<file path="src/rtl/hap_pkg.sv">
package hap_pkg;
  typedef enum logic [1:0] {
    SEL_CTRL     = 2'b00,
    SEL_DATA_INC = 2'b01,
    SEL_ADDR     = 2'b10,
    SEL_DATA     = 2'b11
  } sel_e;

  typedef enum logic [1:0] {
    ST_IDLE,
    ST_RD_REQ,
    ST_RD_WAIT,
    ST_WR_REQ
  } st_e;

  localparam int CTRL_DSPIRQ_BIT  = 0;
  localparam int CTRL_HOSTIRQ_BIT = 1;
endpackage

</file>
<file path="src/rtl/hap_strobe_detect.sv">
module hap_strobe_detect (
  input  logic clk,
  input  logic rst_n,
  input  logic mode_direct,
  input  logic cs_n,
  input  logic ds1_n,
  input  logic ds2_n,
  input  logic addr_stb_n,
  output logic xfer_start,
  output logic xfer_end,
  output logic as_latch
);
  logic stb_n_c;
  logic stb_d;
  logic as_d;

  // active (low) only when exactly one data strobe is low and chip select is low
  assign stb_n_c = cs_n | (ds1_n ~^ ds2_n);

  always_ff @(posedge clk or negedge rst_n) begin
    if (!rst_n) begin
      stb_d <= 1'b1;
      as_d  <= 1'b1;
    end else begin
      stb_d <= stb_n_c;
      as_d  <= addr_stb_n;
    end
  end

  assign xfer_start = stb_d & ~stb_n_c;
  assign xfer_end   = ~stb_d & stb_n_c;
  assign as_latch   = ~mode_direct & as_d & ~addr_stb_n;
endmodule

</file>
<file path="src/rtl/hap_regs.sv">
module hap_regs
  import hap_pkg::*;
#(
  parameter int AW = 18,
  parameter int DW = 16
) (
  input  logic          clk,
  input  logic          rst_n,
  input  logic          mode_direct,
  input  logic          as_latch,
  input  logic          wr_ctrl,
  input  logic          wr_addr,
  input  logic          addr_inc,
  input  logic [DW-1:0] host_din,
  input  logic          dsp_raise_irq,
  output logic [AW-1:0] addr_reg,
  output logic [DW-1:0] ctrl_view,
  output logic          host_irq_n,
  output logic          to_dsp_irq
);
  logic hint;

  always_ff @(posedge clk or negedge rst_n) begin
    if (!rst_n) begin
      addr_reg   <= '0;
      hint       <= 1'b0;
      to_dsp_irq <= 1'b0;
    end else begin
      if (as_latch || wr_addr)
        addr_reg <= AW'(host_din);
      else if (addr_inc)
        addr_reg <= addr_reg + AW'(1);

      if (dsp_raise_irq && !mode_direct)
        hint <= 1'b1;
      else if (wr_ctrl && host_din[CTRL_HOSTIRQ_BIT])
        hint <= 1'b0;

      to_dsp_irq <= wr_ctrl && host_din[CTRL_DSPIRQ_BIT] && !mode_direct;
    end
  end

  always_comb begin
    ctrl_view = '0;
    ctrl_view[CTRL_HOSTIRQ_BIT] = hint;
  end

  assign host_irq_n = !(hint && !mode_direct);

  p_hint_clear_r7: assert property (@(posedge clk) disable iff (!rst_n)
    (wr_ctrl && host_din[CTRL_HOSTIRQ_BIT] && !dsp_raise_irq) |=> host_irq_n);

  p_dsp_pulse_r8: assert property (@(posedge clk) disable iff (!rst_n)
    to_dsp_irq |=> !to_dsp_irq);

  p_ptr_inc_r4: assert property (@(posedge clk) disable iff (!rst_n)
    (addr_inc && !as_latch && !wr_addr) |=> addr_reg == $past(addr_reg) + AW'(1));
endmodule

</file>
<file path="src/rtl/hap_mem_seq.sv">
module hap_mem_seq
  import hap_pkg::*;
#(
  parameter int AW = 18,
  parameter int DW = 16
) (
  input  logic          clk,
  input  logic          rst_n,
  input  logic          mode_direct,
  input  logic          xfer_start,
  input  logic          xfer_end,
  input  logic          rnw,
  input  logic [1:0]    reg_sel,
  input  logic [AW-1:0] host_addr,
  input  logic [DW-1:0] host_din,
  input  logic [AW-1:0] addr_reg,
  input  logic [DW-1:0] ctrl_view,
  output logic          wr_ctrl,
  output logic          wr_addr,
  output logic          addr_inc,
  output logic          rdy,
  output logic [DW-1:0] host_dout,
  output logic          mem_req_valid,
  input  logic          mem_req_ready,
  output logic          mem_req_we,
  output logic [AW-1:0] mem_req_addr,
  output logic [DW-1:0] mem_req_wdata,
  input  logic          mem_rsp_valid,
  input  logic [DW-1:0] mem_rsp_rdata
);
  st_e  st;
  sel_e sel_now, sel_q;
  logic armed, rnw_q, inc_q;
  logic is_data_now, is_data_q, idle, accept, commit_wr, rd_done, wr_done;

  assign sel_now     = mode_direct ? SEL_DATA : sel_e'(reg_sel);
  assign is_data_now = (sel_now == SEL_DATA_INC) || (sel_now == SEL_DATA);
  assign is_data_q   = (sel_q == SEL_DATA_INC) || (sel_q == SEL_DATA);
  assign idle        = (st == ST_IDLE);
  assign accept      = idle && xfer_start;
  assign commit_wr   = idle && xfer_end && armed && !rnw_q;
  assign rd_done     = (st == ST_RD_WAIT) && mem_rsp_valid;
  assign wr_done     = (st == ST_WR_REQ) && mem_req_ready;

  assign wr_ctrl       = commit_wr && (sel_q == SEL_CTRL);
  assign wr_addr       = commit_wr && (sel_q == SEL_ADDR);
  assign addr_inc      = inc_q && (rd_done || wr_done);
  assign mem_req_valid = (st == ST_RD_REQ) || (st == ST_WR_REQ);
  assign mem_req_we    = (st == ST_WR_REQ);
  assign rdy           = idle;

  always_ff @(posedge clk or negedge rst_n) begin
    if (!rst_n) begin
      st            <= ST_IDLE;
      sel_q         <= SEL_CTRL;
      armed         <= 1'b0;
      rnw_q         <= 1'b0;
      inc_q         <= 1'b0;
      mem_req_addr  <= '0;
      mem_req_wdata <= '0;
      host_dout     <= '0;
    end else begin
      if (xfer_end) armed <= 1'b0;
      unique case (st)
        ST_IDLE: begin
          if (accept) begin
            armed        <= 1'b1;
            rnw_q        <= rnw;
            sel_q        <= sel_now;
            inc_q        <= (sel_now == SEL_DATA_INC);
            mem_req_addr <= mode_direct ? host_addr : addr_reg;
            if (rnw) begin
              if (is_data_now)               st        <= ST_RD_REQ;
              else if (sel_now == SEL_CTRL)  host_dout <= ctrl_view;
              else                           host_dout <= DW'(addr_reg);
            end
          end else if (commit_wr && is_data_q) begin
            mem_req_wdata <= host_din;
            st            <= ST_WR_REQ;
          end
        end
        ST_RD_REQ:  if (mem_req_ready) st <= ST_RD_WAIT;
        ST_RD_WAIT: if (mem_rsp_valid) begin
          host_dout <= mem_rsp_rdata;
          st        <= ST_IDLE;
        end
        ST_WR_REQ:  if (mem_req_ready) st <= ST_IDLE;
        default:    st <= ST_IDLE;
      endcase
    end
  end

  p_req_hold_r12: assert property (@(posedge clk) disable iff (!rst_n)
    (mem_req_valid && !mem_req_ready) |=>
      (mem_req_valid && $stable(mem_req_addr) && $stable(mem_req_we) && $stable(mem_req_wdata)));

  p_read_return_r5: assert property (@(posedge clk) disable iff (!rst_n)
    rd_done |=> (rdy && host_dout == $past(mem_rsp_rdata)));
endmodule

</file>
<file path="src/rtl/host_access_port.sv">
module host_access_port #(
  parameter int AW = 18,
  parameter int DW = 16
) (
  input  logic          clk,
  input  logic          rst_n,
  input  logic          mode_direct,
  input  logic [1:0]    reg_sel,
  input  logic          addr_stb_n,
  input  logic          cs_n,
  input  logic          ds1_n,
  input  logic          ds2_n,
  input  logic          rnw,
  input  logic [AW-1:0] host_addr,
  input  logic [DW-1:0] host_din,
  output logic [DW-1:0] host_dout,
  output logic          rdy,
  output logic          rdy_oe,
  input  logic          off_n,
  output logic          host_irq_n,
  input  logic          dsp_raise_irq,
  output logic          to_dsp_irq,
  output logic          mem_req_valid,
  input  logic          mem_req_ready,
  output logic          mem_req_we,
  output logic [AW-1:0] mem_req_addr,
  output logic [DW-1:0] mem_req_wdata,
  input  logic          mem_rsp_valid,
  input  logic [DW-1:0] mem_rsp_rdata
);
  logic          xfer_start, xfer_end, as_latch;
  logic          wr_ctrl, wr_addr, addr_inc;
  logic [AW-1:0] addr_reg;
  logic [DW-1:0] ctrl_view;

  assign rdy_oe = off_n;

  hap_strobe_detect u_strobe (
    .clk        (clk),
    .rst_n      (rst_n),
    .mode_direct(mode_direct),
    .cs_n       (cs_n),
    .ds1_n      (ds1_n),
    .ds2_n      (ds2_n),
    .addr_stb_n (addr_stb_n),
    .xfer_start (xfer_start),
    .xfer_end   (xfer_end),
    .as_latch   (as_latch)
  );

  hap_regs #(.AW(AW), .DW(DW)) u_regs (
    .clk          (clk),
    .rst_n        (rst_n),
    .mode_direct  (mode_direct),
    .as_latch     (as_latch),
    .wr_ctrl      (wr_ctrl),
    .wr_addr      (wr_addr),
    .addr_inc     (addr_inc),
    .host_din     (host_din),
    .dsp_raise_irq(dsp_raise_irq),
    .addr_reg     (addr_reg),
    .ctrl_view    (ctrl_view),
    .host_irq_n   (host_irq_n),
    .to_dsp_irq   (to_dsp_irq)
  );

  hap_mem_seq #(.AW(AW), .DW(DW)) u_seq (
    .clk          (clk),
    .rst_n        (rst_n),
    .mode_direct  (mode_direct),
    .xfer_start   (xfer_start),
    .xfer_end     (xfer_end),
    .rnw          (rnw),
    .reg_sel      (reg_sel),
    .host_addr    (host_addr),
    .host_din     (host_din),
    .addr_reg     (addr_reg),
    .ctrl_view    (ctrl_view),
    .wr_ctrl      (wr_ctrl),
    .wr_addr      (wr_addr),
    .addr_inc     (addr_inc),
    .rdy          (rdy),
    .host_dout    (host_dout),
    .mem_req_valid(mem_req_valid),
    .mem_req_ready(mem_req_ready),
    .mem_req_we   (mem_req_we),
    .mem_req_addr (mem_req_addr),
    .mem_req_wdata(mem_req_wdata),
    .mem_rsp_valid(mem_rsp_valid),
    .mem_rsp_rdata(mem_rsp_rdata)
  );
endmodule

</file>
<file path="config.mk">
export PLATFORM = sky130hd
export DESIGN_NAME = host_access_port
export DESIGN_NICKNAME = d
export VERILOG_FILES = /design/src/rtl/hap_pkg.sv /design/src/rtl/hap_strobe_detect.sv /design/src/rtl/hap_regs.sv /design/src/rtl/hap_mem_seq.sv /design/src/rtl/host_access_port.sv
export SDC_FILE = /design/constraint.sdc
export NUM_CORES = 1
export LEC_CHECK = 0
export BUFFER_PORTS_ARGS = -buffer_cell sky130_fd_sc_hd__buf_4
export CAP_MARGIN = 0
export CORE_MARGIN = 3
export CORE_UTILIZATION = 30
export CTS_BUF_LIST = sky130_fd_sc_hd__clkbuf_4 sky130_fd_sc_hd__clkbuf_8
export DETAILED_ROUTE_END_ITERATION = 6
export SETUP_SLACK_MARGIN = 0.1
export SLEW_MARGIN = 30
export SYNTH_ARGS = -nofsm -noshare
export SYNTH_HDL_FRONTEND = slang
export SYNTH_HIERARCHICAL = 1
export SYNTH_SLANG_ARGS = --single-unit
</file>
<file path="constraint.sdc">
create_clock -name clk -period 2.9 [get_ports clk]
set_input_delay 0.29 -clock clk [delete_from_list [all_inputs] [get_ports clk]]
set_output_delay 0.29 -clock clk [all_outputs]
set_load 0.005 [all_outputs]
</file>
# Word level (Yosys, flattened, before mapping)

Cells that the tools add are included.

Output and inout bits: 56
Register bits: 79
Logic and storage cells: 98
Input bits: 64

Equality and inequality tests: 17
Reduce and logical (&&, ||, !) cells: 33
Multiplexer cells: 23
Bitwise gates (word level): 11
Add/sub/neg operators: 1

Operators by type and width:

| operator                                              | number |
|---|---|
| two-way mux 16 bit                                    | 5 |
| two-way mux 18 bit                                    | 3 |
| case mux 16 bit (2 select lines)                      | 1 |
| adder 18 x 1 -> 18 bit, second input constant         | 1 |
| two-way mux 2 bit                                     | 8 |
| logical AND 1 bit                                     | 15 |
| inequality test 2 bit, second input constant          | 6 |
| == test 2 bit, second input constant                  | 5 |
| case mux 2 bit (4 select lines)                       | 1 |
| == test 2 x 1 -> 1 bit, second input constant         | 3 |
| logical NOT 2 bit                                     | 3 |
| inequality test 3 bit, second input constant          | 2 |
| AND reduction 6 bit                                   | 1 |
| nonzero test 2 bit                                    | 3 |
| logical OR 1 bit                                      | 5 |
| two-way mux 1 bit                                     | 5 |
| inverter 1 bit                                        | 5 |
| AND reduction 5 bit                                   | 1 |
| AND 1 bit                                             | 4 |
| logical NOT 1 bit                                     | 3 |
| inequality test 3 x 2 -> 1 bit, second input constant | 1 |
| AND reduction 3 bit                                   | 1 |
| AND reduction 2 bit                                   | 1 |
| OR 1 bit                                              | 1 |
| bitwise XNOR 1 bit                                    | 1 |

# Longest topological paths before layout

Depth in word-level cells: 10
Mapped depth: 9

# By module

Netlist, hierarchy kept.

By module, submodules not included:

| module            | cells an instance | instances | seq. area each (um2) | area each (um2) |
|---|---|---|---|---|
| hap_mem_seq       | 263               | 1         | 1426.4               | 2840.2 |
| hap_regs          | 134               | 1         | 500.5                | 1182.4 |
| hap_strobe_detect | 8                 | 1         | 52.6                 | 87.6 |
| host_access_port  | 1                 | 1         | 0.0                  | 7.5 |

# Worst setup path before layout

No wires, ideal clock.

Path kind: reg2reg
Start point: register u_seq.st[1]
End point: register u_regs.addr_reg[17]
Stages on the path, launching flop included: 10
Library setup time: 0.078 ns
Period minus slack after synthesis: 2.097 ns
Required time: 2.822 ns
Arrival: 2.019 ns
Path slack: 0.803 ns
Cell sequence: dfrtp_1 -> buf_2 -> buf_2 -> nand2_1 -> nor2_1 -> clkbuf_1 -> nand3_1 -> or4_4 -> or3_1 -> a21boi_1

Elaborated cells between the ends (all ways): 14
Those cells by class: eq/ne: 2; mux: 1; reduce/logical: 11

RTL lines:

| item                                    | line                                 | RTL |
|---|---|---|
| start, declared                         | hap_mem_seq.sv:31                    | `st_e st;` |
| start signal, assigned                  | hap_mem_seq.sv:54                    | `st <= ST_IDLE;` |
| start signal, assigned                  | hap_mem_seq.sv:73                    | `if (is_data_now) st <= ST_RD_REQ;` |
| start signal, assigned                  | hap_mem_seq.sv:79                    | `st <= ST_WR_REQ;` |
| == test 2 bit (on tied branches)        | hap_mem_seq.sv:42, hap_mem_seq.sv:43 |  |
| logical AND 1 bit (on tied branches)    | hap_mem_seq.sv:42, hap_mem_seq.sv:43 |  |
| logical OR 1 bit (*)                    | hap_mem_seq.sv:47                    | `assign addr_inc = inc_q && (rd_done \|\| wr_done);` |
| logical AND 1 bit (*)                   | hap_mem_seq.sv:47                    |  |
| named net addr_inc                      | host_access_port.sv:32               | `logic wr_ctrl, wr_addr, addr_inc;` |
| nonzero test 2 bit (no source line) (*) | --                                   |  |
| end signal, assigned                    | hap_regs.sv:30                       | `addr_reg <= AW'(host_din);` |
| end signal, assigned                    | hap_regs.sv:32                       | `addr_reg <= addr_reg + AW'(1);` |
| end, declared                           | hap_regs.sv:16                       | `output logic [AW-1:0] addr_reg,` |

The timed path passes the listed nets; every way through them passes the cells marked *.
A chain may end at the register's enable or synchronous reset.

# Worst setup path after layout

Start point: register u_seq.st[1]
End point: register u_seq.mem_req_wdata[2]

Word-level cells in the longest chain between the ends: 6
Elaborated cells between the ends (all ways): 8
Those cells by class: bitwise: 1; reduce/logical: 7

Ends and longest elaborated chain:

| item                                     | line                                 | RTL |
|---|---|---|
| logical NOT 2 bit (*)                    | hap_mem_seq.sv:39, hap_mem_seq.sv:64 |  |
| logical AND 1 bit (3 in series)          | hap_mem_seq.sv:41                    | `assign commit_wr = idle && xfer_end && armed && !rnw_q;` |
| logical AND 1 bit                        | hap_mem_seq.sv:77                    | `end else if (commit_wr && is_data_q) begin` |
| AND reduction 3 bit (no source line) (*) | --                                   |  |
| end signal, assigned                     | hap_mem_seq.sv:78                    | `mem_req_wdata <= host_din;` |
| end, declared                            | hap_mem_seq.sv:27                    | `output logic [DW-1:0] mem_req_wdata,` |

Every way passes the cells marked *; elsewhere a longest branch is shown, timed or not.

==> flow_summary_export.csv <==
group,metric,value,unit
hold_path,hp-class,"primary input to register",
routing,wl,11.47,mm
clock_tree,cts_tree,"done",
power_and_ir_drop,vdd_drop_max,0.0003344,V
clock_tree,clk_pin_slew,80,ps
sta,slew_headroom,50.99,%
sta,fin_worst_skew,11.68,ps
logic_synthesis,ys_async_sr_fraction,100.0,%
clock_tree,cts.path.max_buffers,2,
logic_synthesis,synth_cell_types,43,
routing,drc,0,
setup_path,crit_path_top_delay_cell,"dfrtp_1",
clock_tree,cts-resized-gates,0,
setup_path,crit_family,"buffers and inverters",
run_status,status,"finished clean",
layout,drive_gt1_share,34.93,%
global_routing,overflow,0,
logic_synthesis,yosys_warnings,6,
setup_path,critPathKind,"register to register",
layout,multiInputGateArea,1827,µm²
layout,fillers,1368,
layout,antenna_cells,0,
sta,fin_hold_ws,57.34,ps
routing,drt-initial-drc-count,250,
sta,grt_setup_unrepaired,"no",
sta,tns,0,ps
setup_path,cp_common_cell,"buf_4",
sta,finalHoldViolCount,0,
logic_synthesis,yosysSeqAreaShare,48.07,%
logic_synthesis,syn_inst,406,
clock_tree,cts_root_buf,"clkbuf_8",
job,drv_cap,0,
clock_tree,htreeDepth,3,
global_routing,grt_usage,15.45,%
placed_design,port_buffers,117,
setup_path,slowest_delay,540,ps
setup_path,crit_buf_inv,2,
logic_synthesis,synth-edff-count,0,
logic_synthesis,synth_seq_cells,79,
global_routing,grt_pass1_vias,3440,
sta,drv_slew,0,
routing,drt-wirelength-per-cell,16.46,µm
global_routing,grt_max_degree,80,
floorplan,dieArea,15170,µm²
floorplan,rows,42,
floorplan,boundaryPins,120,
global_routing,antenna_found_initial,0,
power_and_ir_drop,powerDensity,847.3,nW/µm²
floorplan,die-height,123.2,µm
layout,layout_common_cells,"buf_4 (123), dfrtp_1 (77), nand2_1 (45)",
sta,setup_viol,0,
layout,nets,581,
setup_path,crit_fanout,16,
logic_synthesis,avgSynthCellArea,10.14,µm²
floorplan,initial_core_util,30.85,%
floorplan,die_x,123.2,µm
sta,worst_pin_slew,735.1,ps
placed_design,dpl_cell_area,5071,µm²
layout,regArea,1979,µm²
sta,period_share,74.74,%
sta,period_minus_slack,2167,ps
setup_path,start_kind,"register",
routing,ant_nets,0,
routing,drt_first_pass_iters,4,
placed_design,place.gp.congestion,0.8214,
setup_path,crit_chain,"buf_4 > nor4b_4 > and4b_1 > buf_4 > mux2_2",
logic_synthesis,syn_area,4118,µm²
power_and_ir_drop,totalPowerFinal,4.458,mW
clock_tree,clk_latency,350,ps
sta,timing.fmax,461.4,MHz
placed_design,dp_hpwl,8.316,mm
setup_path,arrival,2410,ps
floorplan,core_area,13350,µm²
setup_path,r2r_slack,730,ps
logic_synthesis,synth-main-ff-cell,"dfrtp_1",
layout,fin_area,5261,µm²
layout,layout_commonest_cell,"buf_4",
setup_path,cp.required,3140,ps
power_and_ir_drop,p_leak,2.460,nW
layout,syn2layout_area_growth,27.77,%
routing,dr_total_vias,3227,
setup_path,endpoint_kind,"register",
routing,via_per_inst,4.630,
clock_tree,cts_buffers,9,
clock_tree,cts_sinks,79,
global_routing,grt_pass1_wl,17.64,mm
cells by family (layout without fill, tap and decap cells):
group / after synthesis / count (layout) / share of synthesized area [%]
buffers and inverters: 65 / 166 / 8.903
muxes: 54 / 54 / 14.86
xor gates and xnor gates: 17 / 17 / 3.616
adders and majority gates: 1 / 1 / 0.3038
other: 1 / 15 / 0.09107
DFF: 79 / 79 / 48.07
and+or+nand+nor: 127 / 127 / 14.83
AOI/OAI and AO/OA: 62 / 62 / 9.329
through the flow:
step | setup slack (ps) | util, % | instances
2_1_floorplan | 803.3 | - | 420
3_3_place_gp | 825.1 | 37.96 | 680
3_5_place_dp | 781.2 | 37.99 | 680
4_1_cts | 740.3 | 39.42 | 697
5_1_grt | 529.0 | 39.42 | 697
6_report | 732.7 | 39.42 | 697
final cells by class:
cell class	count	area share [%]
clock buffer	15	3.329
inverter	24	1.712
tap	176	4.185
timing repair buffer	126	18.34
sequential	79	37.62
clock inverter	1	0.09512
multi-input combinational	276	34.72
worst register-to-register path: cells and delay by family (launching register included):
| family | cells | cell delay [ps] |
|---|---|---|
| buffers and inverters | 2 | 570 |
| AND/OR/NAND/NOR | 2 | 570 |
| flip-flops | 1 | 540 |
| multiplexers | 1 | 380 |
report_power, final:
part | internal (mW) | leakage (nW) | switching (mW)
clock | 0.383 | 0.0988 | 0.392
sequential | 1.56 | 0.913 | 0.429
combinational | 1.02 | 1.45 | 0.676
metal layers:
layer / track usage, % / vias up / part of all wire (%)
met5: 0 / - / 0
met4: 4.291 / 0 / 1.3
met3: 5.261 / 8 / 5.2
met2: 26.20 / 80 / 50
met1: 18.69 / 1566 / 44
li1: - / 1573 / -
cell usage after synthesis, types with 2 or more instances:
library cell  count  area [µm²]
a21oi_1          37       185.2
a32oi_1          16       140.1
and2_1            2       12.51
and3_1            2       12.51
buf_2            10       50.05
buf_4            17       127.6
buf_6             4       45.04
clkbuf_1          8       30.03
dfrtp_1          77        1927
dfstp_2           2       52.55
inv_1            24       90.09
mux2_2           25       281.5
mux2_4            8       120.1
mux2i_1          21       210.2
nand2_1          45       168.9
nand2b_1          2       12.51
nand3_1           6       30.03
nand4_1           4       25.02
nor2_1           44       165.2
nor3_1            5       25.02
nor3b_1           2       15.01
nor4_1            4       25.02
o21ai_0           3       15.01
o21ai_1           2       10.01
or3_1             3       18.77
xnor2_1          11       96.34
xor2_1            6       52.55
final timing paths:
kind	cells past startpoint	from	end
setup / recovery	5	u_seq/st[1]$_DFFE_PN0P_	u_seq/mem_req_wdata[2]$_DFFE_PN0P_
hold / removal	1	addr_stb_n	u_strobe/as_d$_DFF_PN1_
setup reg to reg	5	u_seq/st[1]$_DFFE_PN0P_	u_seq/mem_req_wdata[2]$_DFFE_PN0P_
hold reg to reg	1	u_seq/armed$_DFF_PN0_	u_seq/armed$_DFF_PN0_
max in group asynchronous	2	rst_n	u_seq/host_dout[3]$_DFFE_PN0P_
min in group asynchronous	2	rst_n	u_seq/mem_req_addr[4]$_DFFE_PN0P_
what timing repair did:
item | CTS | global route
buffers inserted | 0 | 0
hold buffers | 1 | 0
hold endpoints to repair | 22 | 0
No activity file was read; power rests on OpenSTA's default activity.
